`src/rtl/fan_interlock_pkg.sv`:
```
package fan_interlock_pkg;

    // Hand switch contacts as seen by the interlock.
    typedef struct packed {
        logic start;
        logic autom;
        logic stop;
    } contacts_t;

    // Reset has priority over set.
    function automatic logic latch_next(input logic cur, input logic set, input logic clr);
        if (clr)      return 1'b0;
        else if (set) return 1'b1;
        else          return cur;
    endfunction

endpackage

```
`src/rtl/fi_qualify_timer.sv`:
```
module fi_qualify_timer #(
    parameter int SAFE_TICKS = 600
) (
    input  logic clk,
    input  logic rst_n,
    input  logic tick_i,
    input  logic safety_i,
    output logic qual_o
);
    localparam int QW = $clog2(SAFE_TICKS + 2);
    localparam logic [QW-1:0] Q_LIMIT = QW'(SAFE_TICKS + 1);

    typedef struct packed {
        logic [QW-1:0] cnt;
    } state_t;

    state_t st_d, st_q;

    always_comb begin
        st_d = st_q;
        if (!safety_i) begin
            st_d.cnt = '0;
        end else if (tick_i && (st_q.cnt != Q_LIMIT)) begin
            st_d.cnt = st_q.cnt + 1'b1;
        end
    end

    always_ff @(posedge clk) begin
        if (!rst_n) st_q <= '0;
        else        st_q <= st_d;
    end

    // The output drops as soon as the demand drops.
    assign qual_o = safety_i && (st_q.cnt == Q_LIMIT);

endmodule

```
`src/rtl/fi_run_latch.sv`:
```
module fi_run_latch
    import fan_interlock_pkg::*;
(
    input  logic      clk,
    input  logic      rst_n,
    input  contacts_t sw_i,
    input  logic      qual_i,
    output logic      run_o
);
    typedef struct packed {
        logic run;
    } state_t;

    state_t st_d, st_q;
    logic   set_w;
    logic   clr_w;

    always_comb begin
        set_w      = sw_i.start || (sw_i.autom && qual_i);
        clr_w      = sw_i.stop;
        st_d       = st_q;
        st_d.run   = latch_next(st_q.run, set_w, clr_w);
    end

    always_ff @(posedge clk) begin
        if (!rst_n) st_q <= '0;
        else        st_q <= st_d;
    end

    assign run_o = st_q.run;

endmodule

```
`src/rtl/fi_flow_supervisor.sv`:
```
module fi_flow_supervisor #(
    parameter int SUP_TICKS = 45
) (
    input  logic clk,
    input  logic rst_n,
    input  logic tick_i,
    input  logic run_i,
    input  logic low_local_i,
    input  logic low_peer_i,
    output logic alarm_o
);
    localparam int SW = $clog2(SUP_TICKS + 1);
    localparam logic [SW-1:0] S_LIMIT = SW'(SUP_TICKS);

    typedef struct packed {
        logic [SW-1:0] cnt;
        logic          alarm;
    } state_t;

    state_t st_d, st_q;
    logic   armed_w;

    always_comb begin
        st_d    = st_q;
        armed_w = run_i && (st_q.cnt == S_LIMIT);
        if (!run_i) begin
            st_d.cnt = '0;
        end else if (tick_i && (st_q.cnt != S_LIMIT)) begin
            st_d.cnt = st_q.cnt + 1'b1;
        end
        st_d.alarm = (armed_w && low_local_i) || low_peer_i;
    end

    always_ff @(posedge clk) begin
        if (!rst_n) st_q <= '0;
        else        st_q <= st_d;
    end

    assign alarm_o = st_q.alarm;

endmodule

```
`src/rtl/fan_interlock.sv`:
```
module fan_interlock
    import fan_interlock_pkg::*;
#(
    parameter int SAFE_TICKS = 600,
    parameter int SUP_TICKS  = 45
) (
    input  logic clk,
    input  logic rst_n,
    input  logic tick,
    input  logic sw_start,
    input  logic sw_auto,
    input  logic sw_stop,
    input  logic safety_in,
    input  logic flow_low_local,
    input  logic flow_low_peer,
    output logic run_cmd,
    output logic flow_alarm
);
    contacts_t sw_w;
    logic      qual_w;
    logic      run_w;

    always_comb begin
        sw_w.start = sw_start;
        sw_w.autom = sw_auto;
        sw_w.stop  = sw_stop;
    end

    fi_qualify_timer #(.SAFE_TICKS(SAFE_TICKS)) i_qual (
        .clk      (clk),
        .rst_n    (rst_n),
        .tick_i   (tick),
        .safety_i (safety_in),
        .qual_o   (qual_w)
    );

    fi_run_latch i_latch (
        .clk    (clk),
        .rst_n  (rst_n),
        .sw_i   (sw_w),
        .qual_i (qual_w),
        .run_o  (run_w)
    );

    fi_flow_supervisor #(.SUP_TICKS(SUP_TICKS)) i_sup (
        .clk         (clk),
        .rst_n       (rst_n),
        .tick_i      (tick),
        .run_i       (run_w),
        .low_local_i (flow_low_local),
        .low_peer_i  (flow_low_peer),
        .alarm_o     (flow_alarm)
    );

    assign run_cmd = run_w;

endmodule

```
`config.mk`:
```
export PLATFORM = sky130hd
export DESIGN_NAME = fan_interlock
export DESIGN_NICKNAME = d
export VERILOG_FILES = /design/src/rtl/fan_interlock_pkg.sv /design/src/rtl/fi_qualify_timer.sv /design/src/rtl/fi_run_latch.sv /design/src/rtl/fi_flow_supervisor.sv /design/src/rtl/fan_interlock.sv
export SDC_FILE = /design/constraint.sdc
export NUM_CORES = 1
export LEC_CHECK = 0
export BUFFER_PORTS_ARGS = -buffer_cell sky130_fd_sc_hd__buf_2
export CAP_MARGIN = 20
export CORE_MARGIN = 3
export CORE_UTILIZATION = 50
export DETAILED_ROUTE_END_ITERATION = 10
export HOLD_SLACK_MARGIN = 0.08
export PLACE_DENSITY = 0.85
export SYNTH_ARGS = -nofsm -noshare
export SYNTH_HDL_FRONTEND = slang
export SYNTH_SLANG_ARGS = --single-unit
```
`constraint.sdc`:
```
create_clock -name clk -period 1.3 [get_ports clk]
set_input_delay 0 -clock clk [delete_from_list [all_inputs] [get_ports clk]]
set_output_delay 0 -clock clk [all_outputs]
set_load 0.005 [all_outputs]
```
Yosys cells after proc, flatten, opt, wreduce, memory -nomap -nowiden
Index checks and enable logic that the tools add are counted.
{ "word_totals": {"reg_bits": 18, "inputBits": 9, "word_cells": 22, "output_inout_bits": 2} }
{ "op_classes": {"addsub": 2, "eq_ne": 4, "reduce_logical": 11, "bitwise": 1} }
{ "ops": {"columns": ["operator", "count"], "rows": [
  ["$add A10 B1 Y10 const B", 1],
  ["$eq A10 B10 Y1 const B", 1],
  ["$ne A10 B10 Y1 const B", 1],
  ["$add A6 B1 Y6 const B", 1],
  ["$eq A6 B6 Y1 const B", 1],
  ["$logic_and A1 B1 Y1", 6],
  ["$ne A6 B6 Y1 const B", 1],
  ["$reduce_and A2 Y1", 2],
  ["$logic_or A1 B1 Y1", 2],
  ["$reduce_or A2 Y1", 1],
  ["$not A1 Y1", 1]
]} }

Depth between registers and ports, before layout
{ "depth": {"ltp_word": 4, "ltp_mapped": 5, "ltp_nobuf": 5} }

Hierarchy
From an unflattened synthesis, not the netlist that was laid out.
{ "unflattened": {"cells_unflattened": 102, "area_unflattened_um2": 918.4} }
{ "by_module_without_submodules": {"columns": ["mod", "cells_per_inst", "area_each_um2", "seq_area_each_um2", "n_inst"], "rows": [
  ["fi_qualify_timer", 61, 528.0, 200.2, 1],
  ["fi_flow_supervisor", 38, 355.3, 140.1, 1],
  ["fi_run_latch", 3, 35.0, 20.0, 1]
]} }

Worst setup path after synthesis
Ideal clock, no wire load.
{ "synth_timing": {"path_type": "flip-flop to flip-flop", "start": "register i_qual.st_q[0] (netlist name)", "end": "register i_qual.st_q[1] (netlist name)", "t_required_ps": 1181, "path_slack_ps": -36, "stages_incl_launch_ff": 5, "n_path_buf": 0, "setup_time_ps": 119, "period_less_slack_ps": 1336, "arrival_ps": 1217, "path_cell_list": "dfxtp_1 ha_1 nand2b_1 o31a_1 o221a_2"} }
{ "synth_between": {"elab_chain_len": 2, "word_cells_on_any_way": 3, "classes_between": "add/sub (1); eq/ne (1); reduce/logical (1)"} }
{ "synth_lines": {"columns": ["item", "line", "rtl"], "rows": [
  ["from (decl)", "fi_qualify_timer.sv:17", "state_t st_d, st_q;"],
  ["from (signal assigned)", "fi_qualify_timer.sv:30", "else st_q <= st_d;"],
  ["branches (longest 2 deep; another with $add A10 B1 Y10)", null, null]
]} }
Parallel ways; which one is timed is not known.
A chain may end at the register's enable or synchronous reset.

Worst setup path in the final report
{ "layout_timing": {"start": "register i_qual.st_q[1] (netlist name)", "end": "register i_qual.st_q[6] (netlist name)"} }
Same word-level chain as after synthesis.

==> run metrics <==
crit path launch type flip-flop; Synth Area in Compound Gates 0.184; Initial Utilization 0.536; final core utilization 0.731; Nets 148; status finished, final reports clean; clock slew at reported path FFs 0.10 ns; Setup Viol. Count Final 0; GRT Residual Overflow 0; syn_nets about 120; Final TNS setup 0 ns; first-pass GRT wire length about 3.8 mm; Yosys warnings 0; Max-slew headroom 0.733; clk sinks 18; core area 1760 um^2; Worst Hold Slack 0.153 ns; Peak VDD IR around 0.74 mV; fmax just under 800 MHz; ys async rst share 0; Root Driver clkbuf_4; Slew Limit Fails 0; top cells by area, synth dfxtp_1 (38%), ha_1 (5.3%), nand3_1 (4.8%); initial antenna violation count 0; layout cell share with drive strength beyond 1 0.381; leakage 0.455 nW; Crit. End Element flip-flop; Reg2Reg Capture Point i_qual.st_q[6]; Post-Syn Area approximately 950 um^2; num ports 11; top-area cell type share of the netlist area 0.381; area of the multi-input gates 639 um^2; Inserted Clock Buffers 3; Max FO, Critical Path 6; CP Class flip-flop to flip-flop; Final Hold Vio Count 0; Critical R2R Launch i_qual.st_q[1]; Cell variety after synth 35; Adder-Cell Fraction of Synth Area 0.0529; via-per-instance ratio 6.18; sequential cell area 379 um^2; Syn Inst Count approximately 110; Most used DFF post-synth dfxtp_1; crit path capture i_qual.st_q[6]; simple-gate share of the synthesized area 0.300; Final Critical Period approximately 1.3 ns; DP Wirelength 1.51 mm; largest net degree at the start of global routing 17; clock buffer depth 2; power density over the cells between 700 and 800 nW/um^2; antenna viol nets, final 0; dominant cell type by area after synthesis dfxtp_1; MaxCap Viol Count 0; TritonRoute pass-1 iters 4; sequential share of the synthesized area 0.381; synth-to-layout area growth 36.4%; setup repair after global routing missed its margin yes; Site Rows 15; xor/xnor share of the synthesized area 0.0185; PortBufs 10; post-synthesis mux area share 0.0317; largest family of logic cells by synthesized area simple AND/OR/NAND/NOR gates; Arr. time, crit path 1.53 ns; Post-synth EDFFs 0; CTS H-tree lvls 1; Mapped Avg Cell Area 8.92 um^2; chip height between 40 and 50 um; via count 982; flop-to-flop setup slack 0.005 ns; Post-Route WL 2.58 mm; Worst Setup SP i_qual.st_q[1]; DRC Markers 0; DR iter-0 viols 40; Worst-Skew Late Latency 0.30 ns; Reg2Reg Depth 4; Seq cells post-synth 18; CP Data Required Time 1.54 ns; gp weighted congestion 0.799; Die ar. roughly 2400 um^2; Die Span X 49.5 um; leading cell type in the layout, fill and taps excluded dfxtp_1; most frequent cells in the layout dfxtp_1 (11), buf_2 (10), buf_4 (10); Layout Skew roughly 0.0034 ns; n_diodes 0; vias in the first global route 891; worst slew pin tran 0.397 ns; final worst path period share 0.996; TritonCTS clock tree done; wire length per cell ~16 um; Layout fillers 109; total track usage 0.201; worst hold path type primary input to flip-flop
worst max-delay path, cell delays in order, from the launching register on:
cell     delay [ns]
dfxtp_4        0.42
ha_4           0.14
nand2_2        0.09
or3_2          0.44
a21oi_2        0.14
cell usage after synthesis, types with 2 or more instances:
library cell  instances
dfxtp_1              18
nand2_1               9
nand3_1               9
a21oi_1               8
o21ai_0               6
nand4_1               5
ha_1                  4
inv_1                 4
mux2i_1               3
nor2_1                3
o31a_1                3
or3_1                 3
or4_1                 3
a311oi_1              2
nor3_1                2
nor4_1                2
o31ai_1               2
or2_2                 2
xor2_1                2
routing by layer:
layer / wire (um) / up-vias / share of wire / track usage
met2: 1200 / 54 / 0.47 / 0.321
li1: - / 465 / - / -
met1: 1100 / 456 / 0.43 / 0.250
met4: 51 / 0 / 0.020 / 0.120
met3: 226 / 7 / 0.088 / 0.0393
met5: 0 / - / 0 / 0
sequential cells by signal (all words and copies together), names as in the netlist:
register	flops
i_sup.st_q	6
i_latch.run_o	1
i_sup.alarm_o	1
i_qual.st_q	10
worst min path at each step:
stage | startpoint | cells past startpoint | end
final | flow_low_local | 4 | i_sup.alarm_o
after global routing | flow_low_local | 4 | i_sup.alarm_o
after CTS | flow_low_local | 4 | i_sup.alarm_o
after detailed placement | flow_low_peer | 2 | i_sup.alarm_o
after global placement | flow_low_peer | 2 | i_sup.alarm_o
after floorplan | flow_low_peer | 1 | i_sup.alarm_o
kinds of logic after synthesis:
kind of cell | after synthesis
flops | 18
xor+xnor | 2
fa+ha+maj | 4
buf+inv | 6
mux | 3
simple gates | 47
compound gates | 26
power breakdown:
group          total, mW  switching (mW)  internal (mW)
logic              0.109          0.0522         0.0566
registers          0.569          0.0150          0.554
clock network      0.347           0.176          0.171
total               1.03           0.243          0.782
through the flow:
| step | std cells | power (mW) | worst slack (ns) | instance area, um^2 |
|---|---|---|---|---|
| 2_1_floorplan | 106 | 0.625 | 0.0251 | 947 |
| 3_3_place_gp | 149 | 0.658 | -0.0320 | 1090 |
| 3_5_place_dp | 149 | 0.661 | -0.0943 | 1090 |
| 4_1_cts | 158 | 1.02 | -0.00561 | 1220 |
| 5_1_grt | 159 | 1.06 | -0.0521 | 1290 |
| 6_report | 159 | 1.03 | 0.00456 | 1290 |
cell type report:
type / instances / share of cell area
inverters: 4 / 0.0136
clock buffers: 4 / 0.0281
well taps: 25 / 0.0242
flip-flops and latches: 18 / 0.294
repair buffers: 26 / 0.145
multi-input cells: 82 / 0.496
what timing repair did:
action | in CTS | in global routing
buffers inserted | 0 | 1
cloned | 0 | 0
pin swaps | 1 | 4
hold buffers | 5 | 0
endpoints found under the hold margin | 5 | 0
resized for setup | 13 | 16
endpoints found under the setup margin | 8 | 8
No activity file was read; power rests on OpenSTA's default activity.
